[src/rtl/cxp_pkg.sv]
package cxp_pkg;
  localparam int HW_W   = 16;
  localparam int WORD_W = 32;
  localparam int GRP_W  = 5;

  typedef logic [HW_W-1:0]   hw_t;
  typedef logic [WORD_W-1:0] word_t;

  typedef enum logic [1:0] {LAY_NORM, LAY_SHIFT, LAY_NEG, LAY_MUL} alu_layout_e;

  typedef struct packed {
    word_t       base;
    alu_layout_e lay;
  } alu_entry_t;

  // base word and operand layout of each register-to-register ALU op
  function automatic alu_entry_t alu_entry(input logic [3:0] op);
    alu_entry_t e;
    case (op)
      4'd0:    e = '{32'hE0100000, LAY_NORM};
      4'd1:    e = '{32'hE0300000, LAY_NORM};
      4'd2:    e = '{32'hE1B00010, LAY_SHIFT};
      4'd3:    e = '{32'hE1B00030, LAY_SHIFT};
      4'd4:    e = '{32'hE1B00050, LAY_SHIFT};
      4'd5:    e = '{32'hE0B00000, LAY_NORM};
      4'd6:    e = '{32'hE0D00000, LAY_NORM};
      4'd7:    e = '{32'hE1B00070, LAY_SHIFT};
      4'd8:    e = '{32'hE1100000, LAY_NORM};
      4'd9:    e = '{32'hE2700000, LAY_NEG};
      4'd10:   e = '{32'hE1500000, LAY_NORM};
      4'd11:   e = '{32'hE1700000, LAY_NORM};
      4'd12:   e = '{32'hE1900000, LAY_NORM};
      4'd13:   e = '{32'hE0100090, LAY_MUL};
      4'd14:   e = '{32'hE1D00000, LAY_NORM};
      default: e = '{32'hE1F00000, LAY_NORM};
    endcase
    return e;
  endfunction
endpackage

[src/rtl/cxp_lowgrp.sv]
// Groups 0..7: shift-immediate, 3-bit add/sub, 8-bit immediate ops
module cxp_lowgrp
  import cxp_pkg::*;
(
  input  hw_t   instr,
  output word_t word,
  output logic  hit
);
  logic [GRP_W-1:0] grp;
  assign grp = instr[15:11];

  always_comb begin
    word = '0;
    hit  = 1'b1;
    if (grp < 5'd3) begin
      word         = 32'hE1B00000;
      word[6:5]    = instr[12:11];
      word[11:7]   = instr[10:6];
      word[3:0]    = {1'b0, instr[5:3]};
      word[15:12]  = {1'b0, instr[2:0]};
    end else if (grp == 5'd3) begin
      case (instr[10:9])
        2'd0:    word = 32'hE0900000;
        2'd1:    word = 32'hE0500000;
        2'd2:    word = 32'hE2900000;
        default: word = 32'hE2500000;
      endcase
      word[3:0]    = {1'b0, instr[8:6]};
      word[19:16]  = {1'b0, instr[5:3]};
      word[15:12]  = {1'b0, instr[2:0]};
    end else if (grp <= 5'd7) begin
      case (instr[12:11])
        2'd0:    word = 32'hE3B00000;
        2'd1:    word = 32'hE3500000;
        2'd2:    word = 32'hE2900000;
        default: word = 32'hE2500000;
      endcase
      word[7:0]    = instr[7:0];
      word[19:16]  = {1'b0, instr[10:8]};
      word[15:12]  = {1'b0, instr[10:8]};
    end else begin
      hit = 1'b0;
    end
  end
endmodule

[src/rtl/cxp_regalu.sv]
// Group 8, bit 10 clear: sixteen register ALU ops in four layouts
module cxp_regalu
  import cxp_pkg::*;
(
  input  hw_t   instr,
  output word_t word,
  output logic  hit
);
  alu_entry_t ent;
  logic [3:0] rd, rs;

  assign hit = (instr[15:11] == 5'd8) && !instr[10];
  assign ent = alu_entry(instr[9:6]);
  assign rd  = {1'b0, instr[2:0]};
  assign rs  = {1'b0, instr[5:3]};

  always_comb begin
    word = ent.base;
    case (ent.lay)
      LAY_NORM: begin
        word[19:16] = rd;
        word[15:12] = rd;
        word[3:0]   = rs;
      end
      LAY_SHIFT: begin
        word[15:12] = rd;
        word[3:0]   = rd;
        word[11:8]  = rs;
      end
      LAY_NEG: begin
        word[15:12] = rd;
        word[19:16] = rs;
      end
      default: begin
        word[19:16] = rd;
        word[11:8]  = rd;
        word[3:0]   = rs;
      end
    endcase
  end
endmodule

[src/rtl/cxp_hireg.sv]
// Group 8, bit 10 set: extended-register add/compare/move and exchange
module cxp_hireg
  import cxp_pkg::*;
(
  input  hw_t   instr,
  input  logic  v5_en,
  output word_t word,
  output logic  hit
);
  logic [3:0] rd, rs, code;
  logic       grp_ok;

  assign grp_ok = (instr[15:11] == 5'd8) && instr[10];
  assign rd     = {instr[7], instr[2:0]};
  assign rs     = {instr[6], instr[5:3]};
  assign code   = instr[9:6];

  always_comb begin
    word = '0;
    hit  = grp_ok;
    case (code)
      4'd1, 4'd2, 4'd3:   word = 32'hE0800000 | {12'h0, rd, rd, 8'h0, rs};
      4'd5, 4'd6, 4'd7:   word = 32'hE1500000 | {12'h0, rd, rd, 8'h0, rs};
      4'd9, 4'd10, 4'd11: word = 32'hE1A00000 | {12'h0, rd, rd, 8'h0, rs};
      4'd12, 4'd13:       word = {28'hE12FFF1, instr[6:3]};
      4'd14, 4'd15: begin
        word = {28'hE12FFF3, instr[6:3]};
        hit  = grp_ok && v5_en;
      end
      default:            hit  = 1'b0;
    endcase
  end
endmodule

[src/rtl/cxp_expander.sv]
module cxp_expander
  import cxp_pkg::*;
#(
  parameter logic [31:0] UNDEF_FILL = 32'hDEADC0DE
) (
  input  logic        clk,
  input  logic        rst,
  input  logic [15:0] i_instr,
  input  logic        i_v5_en,
  output logic [31:0] o_word,
  output logic        o_valid,
  output logic        o_undef
);
  word_t w_low, w_alu, w_hi, w_sel;
  logic  h_low, h_alu, h_hi, any_hit;

  cxp_lowgrp u_low (.instr(i_instr), .word(w_low), .hit(h_low));
  cxp_regalu u_alu (.instr(i_instr), .word(w_alu), .hit(h_alu));
  cxp_hireg  u_hi  (.instr(i_instr), .v5_en(i_v5_en), .word(w_hi), .hit(h_hi));

  assign any_hit = h_low | h_alu | h_hi;

  always_comb begin
    if (h_low)      w_sel = w_low;
    else if (h_alu) w_sel = w_alu;
    else if (h_hi)  w_sel = w_hi;
    else            w_sel = UNDEF_FILL;
  end

  always_ff @(posedge clk) begin
    if (rst) begin
      o_word  <= '0;
      o_valid <= 1'b0;
      o_undef <= 1'b0;
    end else begin
      o_word  <= w_sel;
      o_valid <= any_hit;
      o_undef <= !any_hit;
    end
  end

  // decoders never claim the same instruction twice
  AST_ONE_DECODER: assert property (@(posedge clk) disable iff (rst)
    $onehot0({h_low, h_alu, h_hi}));

  AST_FLAGS_EXCL: assert property (@(posedge clk) disable iff (rst)
    !(o_valid && o_undef));

  AST_UNDEF_FILL: assert property (@(posedge clk) disable iff (rst)
    o_undef |-> (o_word == UNDEF_FILL));

  AST_OUT_OF_SCOPE: assert property (@(posedge clk) disable iff (rst)
    (!$past(rst) && ($past(i_instr[15:11]) > 5'd8)) |-> o_undef);

  AST_IMM8_COPY: assert property (@(posedge clk) disable iff (rst)
    (!$past(rst) && ($past(i_instr[15:13]) == 3'b001))
      |-> (o_word[7:0] == $past(i_instr[7:0]) && o_valid));

  AST_BX_FORM: assert property (@(posedge clk) disable iff (rst)
    (!$past(rst) && ($past(i_instr[15:10]) == 6'b010001)
       && ($past(i_instr[9:7]) == 3'b110))
      |-> (o_word == {28'hE12FFF1, $past(i_instr[6:3])}));

  AST_V5_GATE: assert property (@(posedge clk) disable iff (rst)
    (!$past(rst) && ($past(i_instr[15:10]) == 6'b010001)
       && ($past(i_instr[9:7]) == 3'b111) && !$past(i_v5_en))
      |-> o_undef);
endmodule

[config.mk]
export PLATFORM = sky130hd
export DESIGN_NAME = cxp_expander
export DESIGN_NICKNAME = d
export VERILOG_FILES = /design/src/rtl/cxp_pkg.sv /design/src/rtl/cxp_lowgrp.sv /design/src/rtl/cxp_regalu.sv /design/src/rtl/cxp_hireg.sv /design/src/rtl/cxp_expander.sv
export SDC_FILE = /design/constraint.sdc
export NUM_CORES = 1
export LEC_CHECK = 0
export BUFFER_PORTS_ARGS = -buffer_cell sky130_fd_sc_hd__buf_2
export CORE_MARGIN = 2
export CORE_UTILIZATION = 28
export CTS_CLUSTER_SIZE = 16
export DETAILED_ROUTE_END_ITERATION = 8
export GPL_TIMING_DRIVEN = 0
export PLACE_DENSITY = 0.58
export SYNTH_ARGS = -nofsm -noshare
export SYNTH_HDL_FRONTEND = slang
export SYNTH_SLANG_ARGS = --single-unit
[constraint.sdc]
create_clock -name clk -period 2.7 [get_ports clk]
set_input_delay 0.54 -clock clk [delete_from_list [all_inputs] [get_ports clk]]
set_output_delay 0.54 -clock clk [all_outputs]
set_load 0.01 [all_outputs]
Word-level counts from Yosys, hierarchy flattened
Memories as Yosys holds them, arrays and structs flattened.
Cells that the tools add are included.
{ "totals": {"regBits": 34, "inputBits": 19, "memories": 1, "output_inout_bits": 34, "mem_bits_ro": 176, "word_cells": 62} }
{ "mem_list": {"columns": ["name", "depth", "width", "read_ports", "rd_ports_with_merged_regs", "wr", "line", "source"], "rows": [
  ["(no name shown)", 16, 11, 1, 0, 0, "cxp_pkg.sv:19", "case (op)"]
]} }
{ "op_classes": {"mux": 17, "n_lt_le_gt_ge": 2, "eq_ne": 21, "bitwise_logic": 2, "n_reduce_logical": 16} }
{ "ops": {"columns": ["cell", "count"], "rows": [
  ["2-to-1 mux 32 bit", 6],
  ["case mux 32 bit (5 select lines)", 1],
  ["case mux 26 bit (3 select lines)", 1],
  ["case mux 25 bit (3 select lines)", 1],
  ["== test 4 bit (second input constant)", 7],
  ["case mux 4 bit (2 select lines)", 3],
  ["== test 4 x 3 -> 1 bit (second input constant)", 3],
  ["OR reduction 3 bit", 4],
  ["OR reduction 11 bit", 1],
  ["== test 4 x 2 -> 1 bit (second input constant)", 2],
  ["== test 2 x 1 -> 1 bit (second input constant)", 3],
  ["== test 2 bit (second input constant)", 3],
  ["logical NOT 2 bit", 3],
  ["OR reduction 2 bit", 3],
  ["== test 5 x 2 -> 1 bit (second input constant)", 1],
  ["== test 5 x 4 -> 1 bit (second input constant)", 1],
  ["less-or-equal comparator 5 x 3 -> 1 bit (second input constant)", 1],
  ["< comparator 5 x 2 -> 1 bit (second input constant)", 1],
  ["== test 4 x 1 -> 1 bit (second input constant)", 1],
  ["2-to-1 mux 4 bit", 1],
  ["logical AND 1 bit", 3],
  ["2-to-1 mux 1 bit", 3],
  ["logical NOT 1 bit", 2],
  ["bitwise OR 1 bit", 2],
  ["case mux 1 bit (2 select lines)", 1]
]} }

Logic depth before layout (Yosys ltp)
Gate-level depths: netlist (run 1).
{ "logic_depth": {"depth_word": 7, "mapped_depth": 13, "depth_no_buf": 11} }

By module
A second synthesis (run 1) with hierarchy kept.
{ "unflattened": {"hier_cells": 385, "hier_area_um2": 2861.5} }
{ "by_module_without_submodules": {"columns": ["mod", "seq_area_each_um2", "area_each_um2", "cells_per_inst", "n_inst"], "rows": [
  ["cxp_expander", 680.7, 1634.1, 187, 1],
  ["cxp_regalu", 0.0, 501.7, 80, 1],
  ["cxp_lowgrp", 0.0, 414.1, 71, 1],
  ["cxp_hireg", 0.0, 311.5, 47, 1]
]} }

Least setup slack after synthesis (run 1)
No wires, ideal clock.
{ "synth_path": {"path_type": "input -> register", "start": "in i_instr[7]", "end": "reg o_word[17]", "stages": 11, "n_path_buf": 2, "t_required_ns": 2.567, "setup_ns": 0.133, "arrival_ns": 2.399, "path_slack_ns": 0.168, "path_cell_list": "clkbuf_1 > inv_1 > ha_1 > nor2b_1 > a211oi_1 > a21o_1 > ha_1 > clkbuf_1 > o21ai_0 > a22oi_1 > o22ai_1"} }
{ "synth_between": {"elab_chain_len": 6, "word_cells_on_any_way": 28, "classes_between": "eq/ne: 15; mux: 6; reduce/logical: 6; memory: 1"} }
{ "synth_rtl": {"columns": ["element", "line", "source"], "rows": [
  ["from (decl)", "cxp_expander.sv:8", "input logic [15:0] i_instr,"],
  ["parallel branches: the longest is 4 deep, another holds memory read (16 x 11 bit)", null, null],
  ["2-to-1 mux 32 bit (*)", "cxp_expander.sv:25", "else if (h_alu) w_sel = w_alu;"],
  ["2-to-1 mux 32 bit (*)", "cxp_expander.sv:24", "if (h_low) w_sel = w_low;"],
  ["to (signal assigned)", "cxp_expander.sv:36", "o_word <= w_sel;"],
  ["to (decl)", "cxp_expander.sv:10", "output logic [31:0] o_word,"]
]} }
Every way passes the cells marked *.
A chain may end at the register's enable or synchronous reset.

Final worst setup path (run 1)
{ "layout_path": {"start": "in i_instr[7]", "end": "reg o_word[10]"} }
{ "layout_between": {"elab_chain_len": 6, "word_cells_on_any_way": 30, "classes_between": "eq/ne: 15; mux: 6; reduce/logical: 8; memory: 1"} }
{ "layout_rtl": {"columns": ["element", "line", "source"], "rows": [
  ["memory read (16 x 11 bit) (tied with other cells)", null, null],
  ["== test 2 bit (tied with other cells)", "cxp_regalu.sv:19", "case (ent.lay)"],
  ["OR reduction 2 bit (no source line) (tied with other cells)", null, null],
  ["case mux 4 bit (2 select lines) / 2-to-1 mux 32 bit (equally long branches)", "cxp_regalu.sv:19, cxp_expander.sv:26", null],
  ["2-to-1 mux 32 bit (*)", "cxp_expander.sv:25", null],
  ["2-to-1 mux 32 bit (*)", "cxp_expander.sv:24", null]
]} }
Every way passes the cells marked *; elsewhere a longest branch is shown, timed or not.

==> results of run 1 <==
state kept, by name, summed over array words and instances (netlist names):
| register | flops |
|---|---|
| o_word | 28 |
| o_undef | 1 |
| o_valid | 1 |
worst max path at each step:
stage | startpoint | to | cells after the start
after floorplan | i_instr[7] | o_word[17] | 11
after global routing | i_instr[7] | o_word[9] | 13
final | i_instr[7] | o_word[10] | 13
after detailed placement | i_instr[7] | o_word[10] | 13
after CTS | i_instr[7] | o_word[10] | 12
after global placement | i_instr[7] | o_word[10] | 13
timing repair:
item,CTS,global route
resized for setup,0,4
endpoints found under the setup margin,7,4
hold endpoints to repair,0,0
worst max-delay path: stages:
cell      delay, ns
buf_2          0.24
inv_1          0.12
ha_1           0.31
nor2b_1        0.15
a211oi_2       0.07
a21o_1         0.22
inv_1          0.09
ha_1           0.14
clkbuf_1       0.33
nand2_1        0.10
o21ai_1        0.12
a22oi_1        0.09
a21oi_1        0.18
per-stage QoR:
stage / setup TNS (ns) / utilization, %
6_report: 0 / 34.9
5_1_grt: 0 / 34.9
4_1_cts: 0 / 34.8
3_5_place_dp: -4.59 / 33.5
3_3_place_gp: -4.46 / 33.5
2_1_floorplan: 0 / -
power breakdown:
group | internal, mW | switching (mW) | total, mW
clock network | 0.205 | 0.154 | 0.359
logic | 0.0967 | 0.156 | 0.253
registers | 0.467 | 0.00569 | 0.473
cell type report:
class                           count  area share (%)
Inverter                            7            1.12
Multi-Input combinational cell    181            49.4
Clock buffer                        7            3.68
Sequential cell                    30            25.6
Tap cell                           80            4.27
Buffer                             23            5.65
Clock inverter                      1           0.213
Timing Repair Buffer               47            10.0
synthesized netlist by cell type (5+ instances only):
master	n
a21oi_1	24
clkbuf_1	13
nand3_1	7
inv_1	6
nand2_1	26
dfxtp_1	30
ha_1	10
mux2i_1	6
a22oi_1	6
a211oi_1	8
buf_4	5
nor3_1	9
o21ai_0	20
nor2_1	16
o22ai_1	6
logic make-up after synthesis:
logic type / Yosys count / share of synthesized area (%)
XOR/XNOR: 1 / 0.457
buffers and inverters: 31 / 8.42
multiplexers: 7 / 3.72
AND/OR/NAND/NOR: 80 / 21.6
flip-flops: 30 / 31.3
adder cells (fa/ha/maj): 10 / 6.53
AO/OA/AOI/OAI: 83 / 27.9
per-layer routing:
metal | vias to the layer above | global-route usage, % | routed length [µm]
met5 | - | 0 | 0
met4 | 0 | 4.40 | 80
met3 | 9 | 3.24 | 464
met2 | 97 | 24.5 | 2750
met1 | 930 | 21.5 | 2640
li1 | 978 | - | -
==> results summary, run 1 <==
The worst hold path begins at i_instr[10]. Detailed placement finished with a half-perimeter wire length of 4380 µm. The number of vias per cell came out at 5.36. The cell taking the most area after synthesis is dfxtp_1. The net total in the final layout is 324. The post-synthesis sequential element count is 30. The number of placement rows came out at 30.

The total routed wirelength came out at 5940 µm. The deepest clock path buffer count is 2. For the finished layout, the period the worst path requires is 2.50 ns. CTS placed an instance of clkbuf_8 at the clock tree root. Cells with a size suffix above 1 make up 26.0% of the layout. The standard cell area after detailed placement is 2250 µm². The library cell used most frequently in the layout, excluding fill and tap cells, is buf_2.

The type of destination of the critical path is a register. The final-report max-slew violation count was 0. STA classifies the critical path startpoint as a primary input. The placer congestion estimate came out at 0.924. The number of buffers inserted for hold repair after clock tree synthesis came out at 0. In this run the biggest area consumer among cell types represents 31.3% of the synthesized area. The initial DRC count is 189. The pin slew with the least headroom to its limit came out at 0.811 ns. The area overhead of the layout relative to synthesis came out at 22.4%. The count of buffers from port buffering is 47.

The post-synthesis async set-or-reset flop share came out at 0%. The number of different library cells used by synthesis comes to 47. The wire length per cell came out at 15.8 µm.

After synthesis, the cell types taking the most area are dfxtp_1 31%, ha_1 6.5%, a21oi_1 6.3%. The initial antenna violation count was 0. The worst setup slack after placement is -0.431 ns. The netlist area before placement is 1920 µm².

The height of the die came out at 86.7 µm. The total grt overflow is 0. The total power is 1.09 mW. 53 I/O pins were placed.

Along the worst path, the maximum fanout reaches 12. For hold timing, the worst endpoint is o_word[11]. The number of clock buffers added by TritonCTS is 5.

The layout filler cell count came out at 733. The run finished with clean final reports. The clock sink count came out at 30. The synthesized instance count is 242. Across every metal layer, demand over resource in global routing totals 15.6%. The power density over the cells came out at 463 nW/µm².

Setup repair after global routing left no endpoint under its margin. The count of unresolved DRC violations after routing came out at 0. The number of warning messages in the yosys log came out at 0. The maximum resistive drop on vdd is 140 µV.

After the flow finishes, the layout carries non-filler instances totaling 376. The number of hold violations in the final report is 0. The synthesized area per cell is 7.92 µm². Counting flops with a built-in enable in the synthesized netlist gives 0. The minimum hold slack came out at 0.616 ns.

The full die area is 7520 µm². The TritonCTS clock tree is built. The die width came out at 86.7 µm. The arrival time reported for the critical path endpoint is 2.71 ns. The achievable frequency is 400 MHz. The via count of the first global-routing pass is 1812.

The initial standard-cell utilization of the core came out at 28.5%. The sequential standard cell area came out at 601 µm². The final instance area is 2350 µm². The total number of H-tree levels is 2. The max-capacitance violation count is 0. After floorplanning, the core was sized to cover 6720 µm². The final setup violation count is 0. The required time at the endpoint of the critical path came out at 2.90 ns. The number of antenna diodes in the final layout is 0. The number of cells on the worst hold path came out at 3. The path class of the tightest hold or removal check is in2reg. The maximum number of pins on one net before global-route repair came out at 13. The setup fix buffers added after clock tree synthesis came out at 0. The analysis attributes to cell leakage a power of 1.04 nW. The first global-routing pass estimated 9130 µm of wire. For this run, the leading register cell type out of synthesis is dfxtp_1. The top cell types in the final layout, fill and taps aside, are 50 x buf_2, 30 x dfxtp_1, 26 x nand2_1. The total number of vias is 2014.

The count of antenna-violating nets left after detailed routing came out at 0. The area used by multi-input combinational logic is 1160 µm². Once placement completed, the tool counted placed cells totaling 369. The number of nets in the synthesized netlist came out at 271.

The post-synthesis sequential area ratio is 31.3%. The least setup slack across all paths after layout is 0.198 ns. The post-route clock period utilization is 92.7%.

The worst setup path is of the in2reg kind. The clock-pin slew on the worst setup and hold paths is 0.06 ns. The first-pass iteration count of the detailed router came out at 5. The relative slew slack came out at 45.2%.
No activity file was read; power rests on OpenSTA's default activity.
==> inputs of run 2 (changes only) <==
- CORE_ASPECT_RATIO: unset -> 0.7
- PLACE_DENSITY: 0.58 -> 0.56
- clock period: 2.7 -> 2.8 ns (I/O delays scaled with it)
==> results summary, run 2 (synthesis gave the netlist of run 1 again) <==
The number of buffers created by CTS came out at 5 (unchanged). The final setup violation count came out at 0 (unchanged). The final-report max-slew violation count came to 0 (unchanged). The worst setup path is launched from a primary input. By startpoint and endpoint, the worst setup path is classified as in2reg. The highest metal layer used by the detailed router is met4. The pin slew with the least headroom to its limit was 0.804 ns (-0.00611 ns). The setup fix buffers added after clock tree synthesis was 0 (unchanged). The minimum clock period came out at 2.62 ns.

In the layout the commonest cells are 50 x buf_2, 30 x dfxtp_1, 26 x nand2_1. The register with the most flip-flops in the final layout is o_word. The flip-flop count of the largest register after layout came out at 28 (unchanged). The placeable core area is 6690 µm² (-0.37%). The count of unresolved DRC violations after routing came to 0 (unchanged). The maximum resistive drop on vdd came out at 240 µV (+72%). The power density over the cells is 520 nW/µm² (+12%). The I/O pin total came out at 53 (unchanged).

The number of buffers inserted for hold repair after clock tree synthesis was 0 (unchanged). The number of placement rows is 25 (-17%). The full die area was 7530 µm² (+0.14%).

The placer congestion estimate is 0.896 (-3.1%). The share of final-layout standard cells stronger than drive strength 1 was 26.4% (+0.34 points). The number of hold violations in the final report is 0 (unchanged). The total number of vias came out at 2088 (+3.7%). The required time at the endpoint of the critical path is 3.01 ns (+0.11 ns). The clock sink count is 30 (unchanged). The total number of H-tree levels is 2 (unchanged). The all-layer global routing usage is 17.5% (+1.9 points).

The first-pass GRT wire length is 9970 µm (+9.2%). The net total in the final layout came out at 324 (unchanged). After layout, the worst path uses 93.5% of the clock period. The minimum hold slack came to 0.627 ns (+0.0108 ns).

The met2 layer wire length in the routed design is 2400 µm (-13%). The clock-pin slew on the worst setup and hold paths is 0.07 ns (about the same). The count of buffers from port buffering was 47 (unchanged). The height of the die is 73.2 µm (-16%). The initial standard-cell utilization of the core is 28.6% (+0.11 points).

The TritonCTS clock tree is built. The leakage power came out at 1.07 nW (+2.2%). The maximum number of pins on one net before global-route repair came out at 13 (unchanged).

In this run the clock root is driven by a clkbuf_8. The relative slew slack came out at 45.6% (+0.41 points). The total routed wirelength was 6370 µm (+7.3%). The die width came to 103 µm (+19%). The number of vias per cell is 5.35 (about the same).

The initial antenna violation count is 0 (unchanged). The total negative setup slack was 0 ns (unchanged). The first-pass iteration count of the detailed router is 5 (unchanged).

STA classifies the critical path endpoint as a register. The arrival time reported for the critical path endpoint came out at 2.83 ns (+0.12 ns). The achievable frequency came out at 382 MHz. The library cell used most frequently in the layout, excluding fill and tap cells, is buf_2.

The initial DRC count came to 249 (+32%). The layout filler cell count came out at 736 (+0.41%). The flow ran to the end, and the final reports show no timing, DRC or antenna violations. The diode insertion count for antenna repair came out at 0 (unchanged). The detailed-routing wirelength on met1 is 3120 µm (+18%). The path type of the worst min-delay path is in2reg. The maximum fanout along the worst path came out at 12 (unchanged).

The met3 routed wirelength was 767 µm (+65%). The deepest clock path buffer count came out at 2 (unchanged). The max-capacitance violation count was 0 (unchanged). The wire length per cell came to 16.3 µm (+3.5%).

The estimated wirelength of the detail-placed design is 4630 µm (+5.8%). The count of antenna-violating nets left after detailed routing came to 0 (unchanged). The largest registers in the layout are o_word x28, o_undef x1, o_valid x1. The area overhead of the layout relative to synthesis came out at 26.0%. The total grt overflow is 0 (unchanged).

The via count of the first global-routing pass came out at 1860 (+2.6%).
-- run 2: changes by cell type in the layout (fill, tap and decap cells not counted) --
cell,change
bufinv_16,+2
clkbuf_1,-1
clkinv_2,-1
-- run 2: area by class of cell --
cell class                      instances  area [µm²]  share of cell area, %
Inverter                                7        26.3                   1.09
Tap cell                               94         118                   4.87
Timing Repair Buffer                   47         235                   9.74
Sequential cell                        30         601                   24.9
Clock buffer                            6        82.6                   3.42
Clock inverter                          2        60.1                   2.49
Buffer                                 23         133                   5.49
Multi-Input combinational cell        181        1160                   48.0
-- run 2: worst max-delay path, cell delays in order --
cell      delay [ns]
buf_2           0.24
inv_1           0.13
ha_1            0.33
nor2b_1         0.06
a211oi_2        0.25
a21o_1          0.21
inv_1           0.09
ha_1            0.20
clkbuf_1        0.20
o21ai_1         0.26
a22oi_1         0.10
a21oi_1         0.18
-- run 2: path summary, 6_finish.rpt --
path | from | end | slack, ns | depth (start not counted)
setup / recovery | i_instr[7] | o_word[10] | 0.18 | 12
hold / removal | i_instr[5] | o_word[2] | 0.63 | 3
-- run 2: where the power goes --
part	switching [mW]	internal, mW	total [mW]
sequential	0.00614	0.450	0.456
clock	0.170	0.379	0.549
combinational	0.156	0.0935	0.249
-- run 2: metrics by stage --
| stage | instances | worst slack [ns] | power (mW) | cell area, µm² | utilization [%] |
|---|---|---|---|---|---|
| finish | 390 | 0.182 | 1.25 | 2410 | 36.1 |
| global route | 390 | -0.0355 | 1.31 | 2410 | 36.1 |
| CTS | 390 | 0.149 | 1.25 | 2410 | 36.0 |
| detailed placement | 383 | -0.430 | 0.707 | 2270 | 33.9 |
| global placement | 383 | -0.413 | 0.706 | 2270 | 33.9 |
| floorplan | 242 | 0.248 | 0.618 | 1920 | - |
-- run 2: repair_timing --
item	4_1_cts	5_1_grt
cloned	0	0
pin swaps	0	0
gates resized for setup	0	4
setup endpoints to repair	5	8
-- run 2: per-layer routing --
layer,GRT usage [%],vias to the layer above
li1,-,979
met1,26.8,951
met2,21.7,145
met3,6.23,13
met4,6.29,0
met5,0,-
